==> config.mk <==
export PLATFORM = sky130hd
export DESIGN_NAME = cfv_serializer
export DESIGN_NICKNAME = d
export VERILOG_FILES = /design/src/rtl/cfv_pkg.sv /design/src/rtl/cfv_fetch_steal.sv /design/src/rtl/cfv_row_count.sv /design/src/rtl/cfv_shifter.sv /design/src/rtl/cfv_serializer.sv
export SDC_FILE = /design/constraint.sdc
export NUM_CORES = 1
export LEC_CHECK = 0
export BUFFER_PORTS_ARGS = -buffer_cell sky130_fd_sc_hd__buf_4
export CAP_MARGIN = 20
export CELL_PAD_IN_SITES_DETAIL_PLACEMENT = 1
export CELL_PAD_IN_SITES_GLOBAL_PLACEMENT = 1
export CORE_ASPECT_RATIO = 0.8
export CORE_UTILIZATION = 30
export CTS_BUF_LIST = sky130_fd_sc_hd__clkbuf_8
export CTS_CLUSTER_DIAMETER = 150
export CTS_CLUSTER_SIZE = 14
export DETAILED_ROUTE_END_ITERATION = 12
export GPL_TIMING_DRIVEN = 0
export PLACE_DENSITY = 0.88
export SLEW_MARGIN = 20
export SYNTH_ARGS = -nofsm -noshare
export SYNTH_HDL_FRONTEND = slang
export SYNTH_SLANG_ARGS = --single-unit
==> constraint.sdc <==
create_clock -name clk -period 1.4 [get_ports clk]
set_input_delay 0.28 -clock clk [delete_from_list [all_inputs] [get_ports clk]]
set_output_delay 0.28 -clock clk [all_outputs]
set_load 0.05 [all_outputs]
==> src/rtl/cfv_pkg.sv <==
package cfv_pkg;
   localparam int unsigned CFV_ADDR_W    = 16;
   localparam int unsigned CFV_DATA_W    = 8;
   localparam int unsigned CFV_CODE_BITS = 6;
   localparam int unsigned CFV_ROW_BITS  = 3;
   localparam int unsigned CFV_BASE_BITS = 4;
   localparam int unsigned CFV_HALT_BIT  = 6;

   typedef enum logic [1:0] {
      STEAL_PASS = 2'd0,
      STEAL_NOP  = 2'd1,
      STEAL_HALT = 2'd2
   } steal_kind_e;

   function automatic steal_kind_e classify(input logic fetch, input logic window,
                                            input logic halt_bit);
      if (!(fetch && window)) return STEAL_PASS;
      if (halt_bit) return STEAL_HALT;
      return STEAL_NOP;
   endfunction
endpackage

==> src/rtl/cfv_fetch_steal.sv <==
module cfv_fetch_steal #(
   parameter int unsigned DATA_W   = 8,
   parameter int unsigned HALT_BIT = 6
) (
   input  logic              clk,
   input  logic              rst_n,
   input  logic              bus_fetch,
   input  logic              bus_refresh,
   input  logic              window,
   input  logic [DATA_W-1:0] mem_data,
   output logic [DATA_W-1:0] cpu_data,
   output logic [DATA_W-1:0] code_q,
   output logic              load
);
   import cfv_pkg::*;

   steal_kind_e kind;
   logic        pend_q;

   assign kind = classify(bus_fetch, window, mem_data[HALT_BIT]);

   always_comb begin
      cpu_data = mem_data;
      if (kind == STEAL_NOP) cpu_data = '0;
   end

   assign load = bus_refresh && pend_q;

   always_ff @(posedge clk or negedge rst_n) begin
      if (!rst_n) begin
         pend_q <= 1'b0;
         code_q <= '0;
      end else if (bus_fetch) begin
         if (kind == STEAL_NOP) begin
            code_q <= mem_data;
            pend_q <= 1'b1;
         end else begin
            pend_q <= 1'b0;
         end
      end else if (load) begin
         pend_q <= 1'b0;
      end
   end
endmodule

==> src/rtl/cfv_row_count.sv <==
module cfv_row_count #(
   parameter int unsigned ROW_BITS = 3
) (
   input  logic                clk,
   input  logic                rst_n,
   input  logic                hsync_tick,
   input  logic                row_clear,
   output logic [ROW_BITS-1:0] row_q
);
   always_ff @(posedge clk or negedge rst_n) begin
      if (!rst_n)          row_q <= '0;
      else if (row_clear)  row_q <= '0;
      else if (hsync_tick) row_q <= row_q + 1'b1;
   end
endmodule

==> src/rtl/cfv_shifter.sv <==
module cfv_shifter #(
   parameter int unsigned PIX_W     = 8,
   parameter bit          INVERT_EN = 1'b1,
   parameter bit          MSB_FIRST = 1'b1
) (
   input  logic             clk,
   input  logic             rst_n,
   input  logic             load,
   input  logic [PIX_W-1:0] glyph,
   input  logic             inv,
   output logic             video,
   output logic             pixel_valid
);
   localparam int unsigned CNT_W = $clog2(PIX_W + 1);

   logic [PIX_W-1:0] sh_q;
   logic [CNT_W-1:0] cnt_q;
   logic             inv_q;
   logic             raw_pix;

   generate
      if (MSB_FIRST) begin : g_msb
         assign raw_pix = sh_q[PIX_W-1];
         always_ff @(posedge clk or negedge rst_n) begin
            if (!rst_n)            sh_q <= '0;
            else if (load)         sh_q <= glyph;
            else if (cnt_q != '0)  sh_q <= {sh_q[PIX_W-2:0], 1'b0};
         end
      end else begin : g_lsb
         assign raw_pix = sh_q[0];
         always_ff @(posedge clk or negedge rst_n) begin
            if (!rst_n)            sh_q <= '0;
            else if (load)         sh_q <= glyph;
            else if (cnt_q != '0)  sh_q <= {1'b0, sh_q[PIX_W-1:1]};
         end
      end

      if (INVERT_EN) begin : g_inv
         always_ff @(posedge clk or negedge rst_n) begin
            if (!rst_n)    inv_q <= 1'b0;
            else if (load) inv_q <= inv;
         end
      end else begin : g_noinv
         logic unused_inv;
         assign unused_inv = inv;
         assign inv_q = 1'b0;
      end
   endgenerate

   always_ff @(posedge clk or negedge rst_n) begin
      if (!rst_n)           cnt_q <= '0;
      else if (load)        cnt_q <= CNT_W'(PIX_W);
      else if (cnt_q != '0) cnt_q <= cnt_q - 1'b1;
   end

   assign pixel_valid = (cnt_q != '0);
   assign video       = pixel_valid && (raw_pix ^ inv_q);
endmodule

==> src/rtl/cfv_serializer.sv <==
module cfv_serializer #(
   parameter int unsigned ADDR_W    = cfv_pkg::CFV_ADDR_W,
   parameter int unsigned DATA_W    = cfv_pkg::CFV_DATA_W,
   parameter int unsigned CODE_BITS = cfv_pkg::CFV_CODE_BITS,
   parameter int unsigned ROW_BITS  = cfv_pkg::CFV_ROW_BITS,
   parameter int unsigned BASE_BITS = cfv_pkg::CFV_BASE_BITS,
   parameter int unsigned HALT_BIT  = cfv_pkg::CFV_HALT_BIT,
   parameter bit          INVERT_EN = 1'b1,
   parameter bit          MSB_FIRST = 1'b1,
   localparam int unsigned ROM_AW   = BASE_BITS + CODE_BITS + ROW_BITS
) (
   input  logic              clk,
   input  logic              rst_n,
   input  logic              bus_fetch,
   input  logic              bus_refresh,
   input  logic [ADDR_W-1:0] bus_addr,
   input  logic [DATA_W-1:0] mem_data,
   output logic [DATA_W-1:0] cpu_data,
   output logic [ROM_AW-1:0] rom_addr,
   input  logic [DATA_W-1:0] rom_data,
   input  logic              hsync_tick,
   input  logic              row_clear,
   output logic              video,
   output logic              pixel_valid
);
   localparam int unsigned BASE_LSB = CODE_BITS + ROW_BITS;
   localparam int unsigned BASE_MSB = ROM_AW - 1;
   localparam int unsigned INV_BIT  = DATA_W - 1;

   generate
      if (ROM_AW >= ADDR_W) begin : g_bad_rom_aw
         $error("glyph address must fit below the fetch window bit");
      end
      if (HALT_BIT >= INV_BIT || HALT_BIT < CODE_BITS) begin : g_bad_halt
         $error("halt bit must sit between code bits and inversion bit");
      end
      if (ROW_BITS < 1 || CODE_BITS < 1 || BASE_BITS < 1) begin : g_bad_fields
         $error("address fields must be non-empty");
      end
   endgenerate

   logic [DATA_W-1:0]   code_q;
   logic                load;
   logic [ROW_BITS-1:0] row_q;

   cfv_fetch_steal #(.DATA_W(DATA_W), .HALT_BIT(HALT_BIT)) u_steal (
      .clk         (clk),
      .rst_n       (rst_n),
      .bus_fetch   (bus_fetch),
      .bus_refresh (bus_refresh),
      .window      (bus_addr[ADDR_W-1]),
      .mem_data    (mem_data),
      .cpu_data    (cpu_data),
      .code_q      (code_q),
      .load        (load)
   );

   cfv_row_count #(.ROW_BITS(ROW_BITS)) u_row (
      .clk        (clk),
      .rst_n      (rst_n),
      .hsync_tick (hsync_tick),
      .row_clear  (row_clear),
      .row_q      (row_q)
   );

   assign rom_addr = {bus_addr[BASE_MSB:BASE_LSB], code_q[CODE_BITS-1:0], row_q};

   cfv_shifter #(.PIX_W(DATA_W), .INVERT_EN(INVERT_EN), .MSB_FIRST(MSB_FIRST)) u_shift (
      .clk         (clk),
      .rst_n       (rst_n),
      .load        (load),
      .glyph       (rom_data),
      .inv         (code_q[INV_BIT]),
      .video       (video),
      .pixel_valid (pixel_valid)
   );

   logic unused_bits;
   assign unused_bits = ^{bus_addr[ADDR_W-2:ROM_AW], bus_addr[BASE_LSB-1:0],
                          code_q[INV_BIT-1:CODE_BITS]};
endmodule

==> out/metrics.csv <==
stage;metric;value;unit
sta;headroom to the max-slew limit;76.2;%
sta;final worst-path cycle share;124;%
critical_path;Critical Setup Path Class;flip-flop to output port;
cells_and_area;Antenna diodes;0;
sta;worst clock skew on the final layout;0.00805;ns
synthesis;cell area after synthesis;1130;sq um
critical_path;number of buffer and inverter stages on the critical path;4;
placement;final RePlAce weighted congestion;0.737;
routing;total wirelength of the detailed-routed design;3380;um
die;area of the die;4020;sq um
sta;RSZ-0062 raised after global routing;true;
pwr;largest voltage drop on the vdd net;0.685;mV
worst_hold_path;class of the tightest hold or removal check;input port to flip-flop;
synthesis;largest cells by area after synthesis;sky130_fd_sc_hd__dfrtp_1 53%, sky130_fd_sc_hd__a21oi_1 6.6%, sky130_fd_sc_hd__mux2_2 6.0%;
clock_tree;clk sink count;24;
routing;number of vias in the routed layout;1016;
global_route;pin count of the biggest net entering global routing;25;
global_route;antenna violations before repair;0;
sta;Finish-stage setup viols;10;
synthesis;area share of the largest cell type after synthesis;53.2;%
critical_path;Crit-path slowest cell;sky130_fd_sc_hd__dfrtp_1;
synthesis;Distinct cells, synth;27;
global_route;wire length of the first global-routing pass;5110;um
routing;count of nets left with antenna violations after detail routing;0;
global_route;overall fraction of global-route tracks in use;16.7;%
cells_and_area;Filler cells;381;
critical_path;required time reported for the critical path endpoint;1.12;ns
die;core box area;3520;sq um
run;Max-Cap Viols;0;
critical_path;maximum fanout encountered on the critical timing path;4;
sta;final hold violations;0;
synthesis;number of warning messages in the yosys log;0;
cells_and_area;P&R area growth vs syn;60.8;%
synthesis;post-synthesis cell type with the largest combined area;sky130_fd_sc_hd__dfrtp_1;
synthesis;total of flip-flops plus latches after synthesis;24;
routing;number of search-and-repair iterations in the first detailed-routing pass;7;
die;width of the die;70.6;um
cells_and_area;Final nets;211;
clock_tree;clk buf depth;2;
placement;DP HPWL;2270;um
clock_tree;worst-skew pair later-pin latency;0.27;ns
die;number of standard-cell rows in the floorplan;19;
routing;Remaining DRCs;6;
synthesis;number of instances in the synthesized netlist;107;
outcome;violations in the final reports;design-rule violations, negative setup slack;
routing;iteration-0 DRC count of the detailed router;22;
placement;cell area after placement;1540;sq um
clock_tree;CTS tree;done;
cells_and_area;post-route design area;1820;sq um
outcome;status;complete, but fails checks;
routing;detail-routed via count per cell;4.79;
pwr;Pwr per Cell Area;1760;nW/um^2
cells_and_area;share of cells above drive strength 1;55.9;%
synthesis;Net Count, Synth;147;
die;I/O pin count;61;
routing;Routed WL per cell;15.9;um
sta;final max-slew violation count;0;
critical_path;kind of capture point of the worst setup path;output port;
die;initial standard-cell utilization of the core;32.1;%
sta;final critical delay including setup and external delays;1.74;ns
critical_path;Crit path max-delay family;flip-flops;
global_route;via count of the first global-routing pass;1066;
clock_tree;root buf cell;sky130_fd_sc_hd__clkbuf_8;
die;Die Y-Extent;56.9;um
placement;worst setup slack after placement;-0.420;ns
sta;transition time of the tightest slew-check pin;0.357;ns
clock_tree;number of buffers created by CTS;3;
placement;Port Buffers;45;
pwr;static power due to leakage;0.866;nW
critical_path;crit-path cells;inv_2, ha_4, nor3b_4, buf_6, inv_4, buf_8;
sta;minimum setup slack in the final design;-0.340;ns
clock_tree;Clock Pin Slew Worst Setup and Hold Paths;0.09;ns
clock_tree;number of H-tree levels;1;
synthesis;mean instance size in the synthesized netlist;10.6;sq um
critical_path;type of element launching the critical path;flip-flop;
global_route;global route total overflow;0;
critical_path;delay contributed by the slowest stage of the critical path;0.41;ns
critical_path;arrival time at the worst endpoint;1.46;ns
sta;maximum clock frequency;575;MHz
synthesis;sequential fraction of the synthesis area;53.2;%
## repair_timing
item,CTS,global route
pin swaps,0,15
hold endpoints to repair,24,0
setup endpoints to repair,19,17
resized for setup,7,23
hold buffers,1,0
setup buffers,7,8
## cell type report
class / count / area [sq um] / share of cell area, %
clock buffers: 4 / 55.1 / 3.03
plain buffers: 7 / 50.0 / 2.75
multi-input cells: 72 / 557 / 30.6
well taps: 42 / 52.6 / 2.89
repair buffers: 60 / 488 / 26.9
flip-flops and latches: 24 / 601 / 33.1
inverters: 3 / 13.8 / 0.758
## sequential cells by signal, summed over array words and instances, names as in the netlist
register	flops
u_steal.pend_q	1
u_shift.sh_q	8
u_shift.inv_q	1
u_steal.code_q	7
u_row.row_q	3
u_shift.cnt_q	4
## worst paths after layout
| check | start | end | slack [ns] | depth (start not counted) |
|---|---|---|---|---|
| worst min register to register | u_steal.code_q[0]$_DFFE_PN0P_ | u_steal.code_q[0]$_DFFE_PN0P_ | 0.51 | 1 |
| worst max register to register | u_shift.cnt_q[0]$_DFFE_PN0P_ | u_shift.sh_q[6]$_DFFE_PN0P_ | -0.13 | 8 |
| worst max-delay path | u_shift.cnt_q[0]$_DFFE_PN0P_ | pixel_valid | -0.34 | 6 |
| min in group asynchronous | rst_n | u_shift.inv_q$_DFFE_PN0P_ | 0.44 | 2 |
| max in group asynchronous | rst_n | u_shift.sh_q[4]$_DFFE_PN0P_ | 0.70 | 2 |
| worst min-delay path | row_clear | u_row.row_q[1]$_DFFE_PN0P_ | 0.16 | 2 |
## per-layer routing
layer / global-route usage [%] / up-vias / wire length, um
met5: 0 / - / 0
met4: 6.00 / 0 / 94
met3: 2.87 / 8 / 129
met2: 33.1 / 30 / 1990
met1: 17.6 / 501 / 1160
li1: - / 477 / -
## synth_stat cells
cell,n
sky130_fd_sc_hd__dfrtp_1,24
sky130_fd_sc_hd__a21oi_1,15
sky130_fd_sc_hd__nor2_1,13
sky130_fd_sc_hd__nand2_1,10
sky130_fd_sc_hd__and2_1,8
sky130_fd_sc_hd__mux2_2,6
sky130_fd_sc_hd__buf_4,4
sky130_fd_sc_hd__xnor2_1,3
sky130_fd_sc_hd__ha_1,2
sky130_fd_sc_hd__inv_1,2
sky130_fd_sc_hd__mux2_1,2
sky130_fd_sc_hd__nand2b_1,2
sky130_fd_sc_hd__nand3b_1,2
sky130_fd_sc_hd__a211o_1,1
sky130_fd_sc_hd__a211oi_2,1
sky130_fd_sc_hd__buf_1,1
sky130_fd_sc_hd__buf_2,1
sky130_fd_sc_hd__buf_6,1
sky130_fd_sc_hd__clkbuf_1,1
sky130_fd_sc_hd__inv_2,1
sky130_fd_sc_hd__mux2i_1,1
sky130_fd_sc_hd__nor3_1,1
sky130_fd_sc_hd__nor3b_4,1
sky130_fd_sc_hd__o21ai_0,1
sky130_fd_sc_hd__o2bb2ai_1,1
sky130_fd_sc_hd__or3_1,1
sky130_fd_sc_hd__xor2_1,1
## logic make-up after synthesis
logic type	share of synthesized area, %
AO/OA/AOI/OAI	9.74
adder cells (fa/ha/maj)	2.21
buffers and inverters	5.76
AND/OR/NAND/NOR	17.2
flip-flops	53.2
XOR/XNOR	3.10
multiplexers	8.86
## layout by cell type (no fill, tap or decap), drive strengths merged
master and count:
nand3b 2, o21ai 1, dfrtp 24, a21oi 15, a211o 1, xor2 1
or3 1, mux2 8, nor3 1, o2bb2ai 1, nor2 13, dlygate4sd3 1
ha 2, nor3b 1, inv 3, a211oi 1, nand2 10, buf 64
xnor2 3, clkbuf 6, nand2b 2, mux2i 1, and2 8
## worst register-to-register path: cells and delay by family (launching register included)
kind / cells / cell delay (ns)
adders and majority gates: 1 / 0.13
and+or+nand+nor: 1 / 0.24
AOI/OAI and AO/OA: 2 / 0.20
buffers and inverters: 4 / 0.48
DFF: 1 / 0.41
## through the flow
step	util, %	hold slack (ns)	power (W)	instances	setup TNS [ns]
floorplan	-	-0.0156	0.00192	107	-0.306
CTS	47.5	0.170	0.00291	205	-0.699
global route	51.6	0.149	0.00337	212	-2.26
detailed placement	43.9	0.204	0.00230	194	-3.80
global placement	43.9	0.190	0.00221	194	-2.95
finish	51.6	0.164	0.00319	212	-1.44
## where the power goes
part | switching (W) | internal (W)
Clock | 0.000223 | 0.000251
Sequential | 0.000176 | 0.000888
Combinational | 0.000871 | 0.000785
Total | 0.00127 | 0.00192
Power figures use the tool's default switching activity.
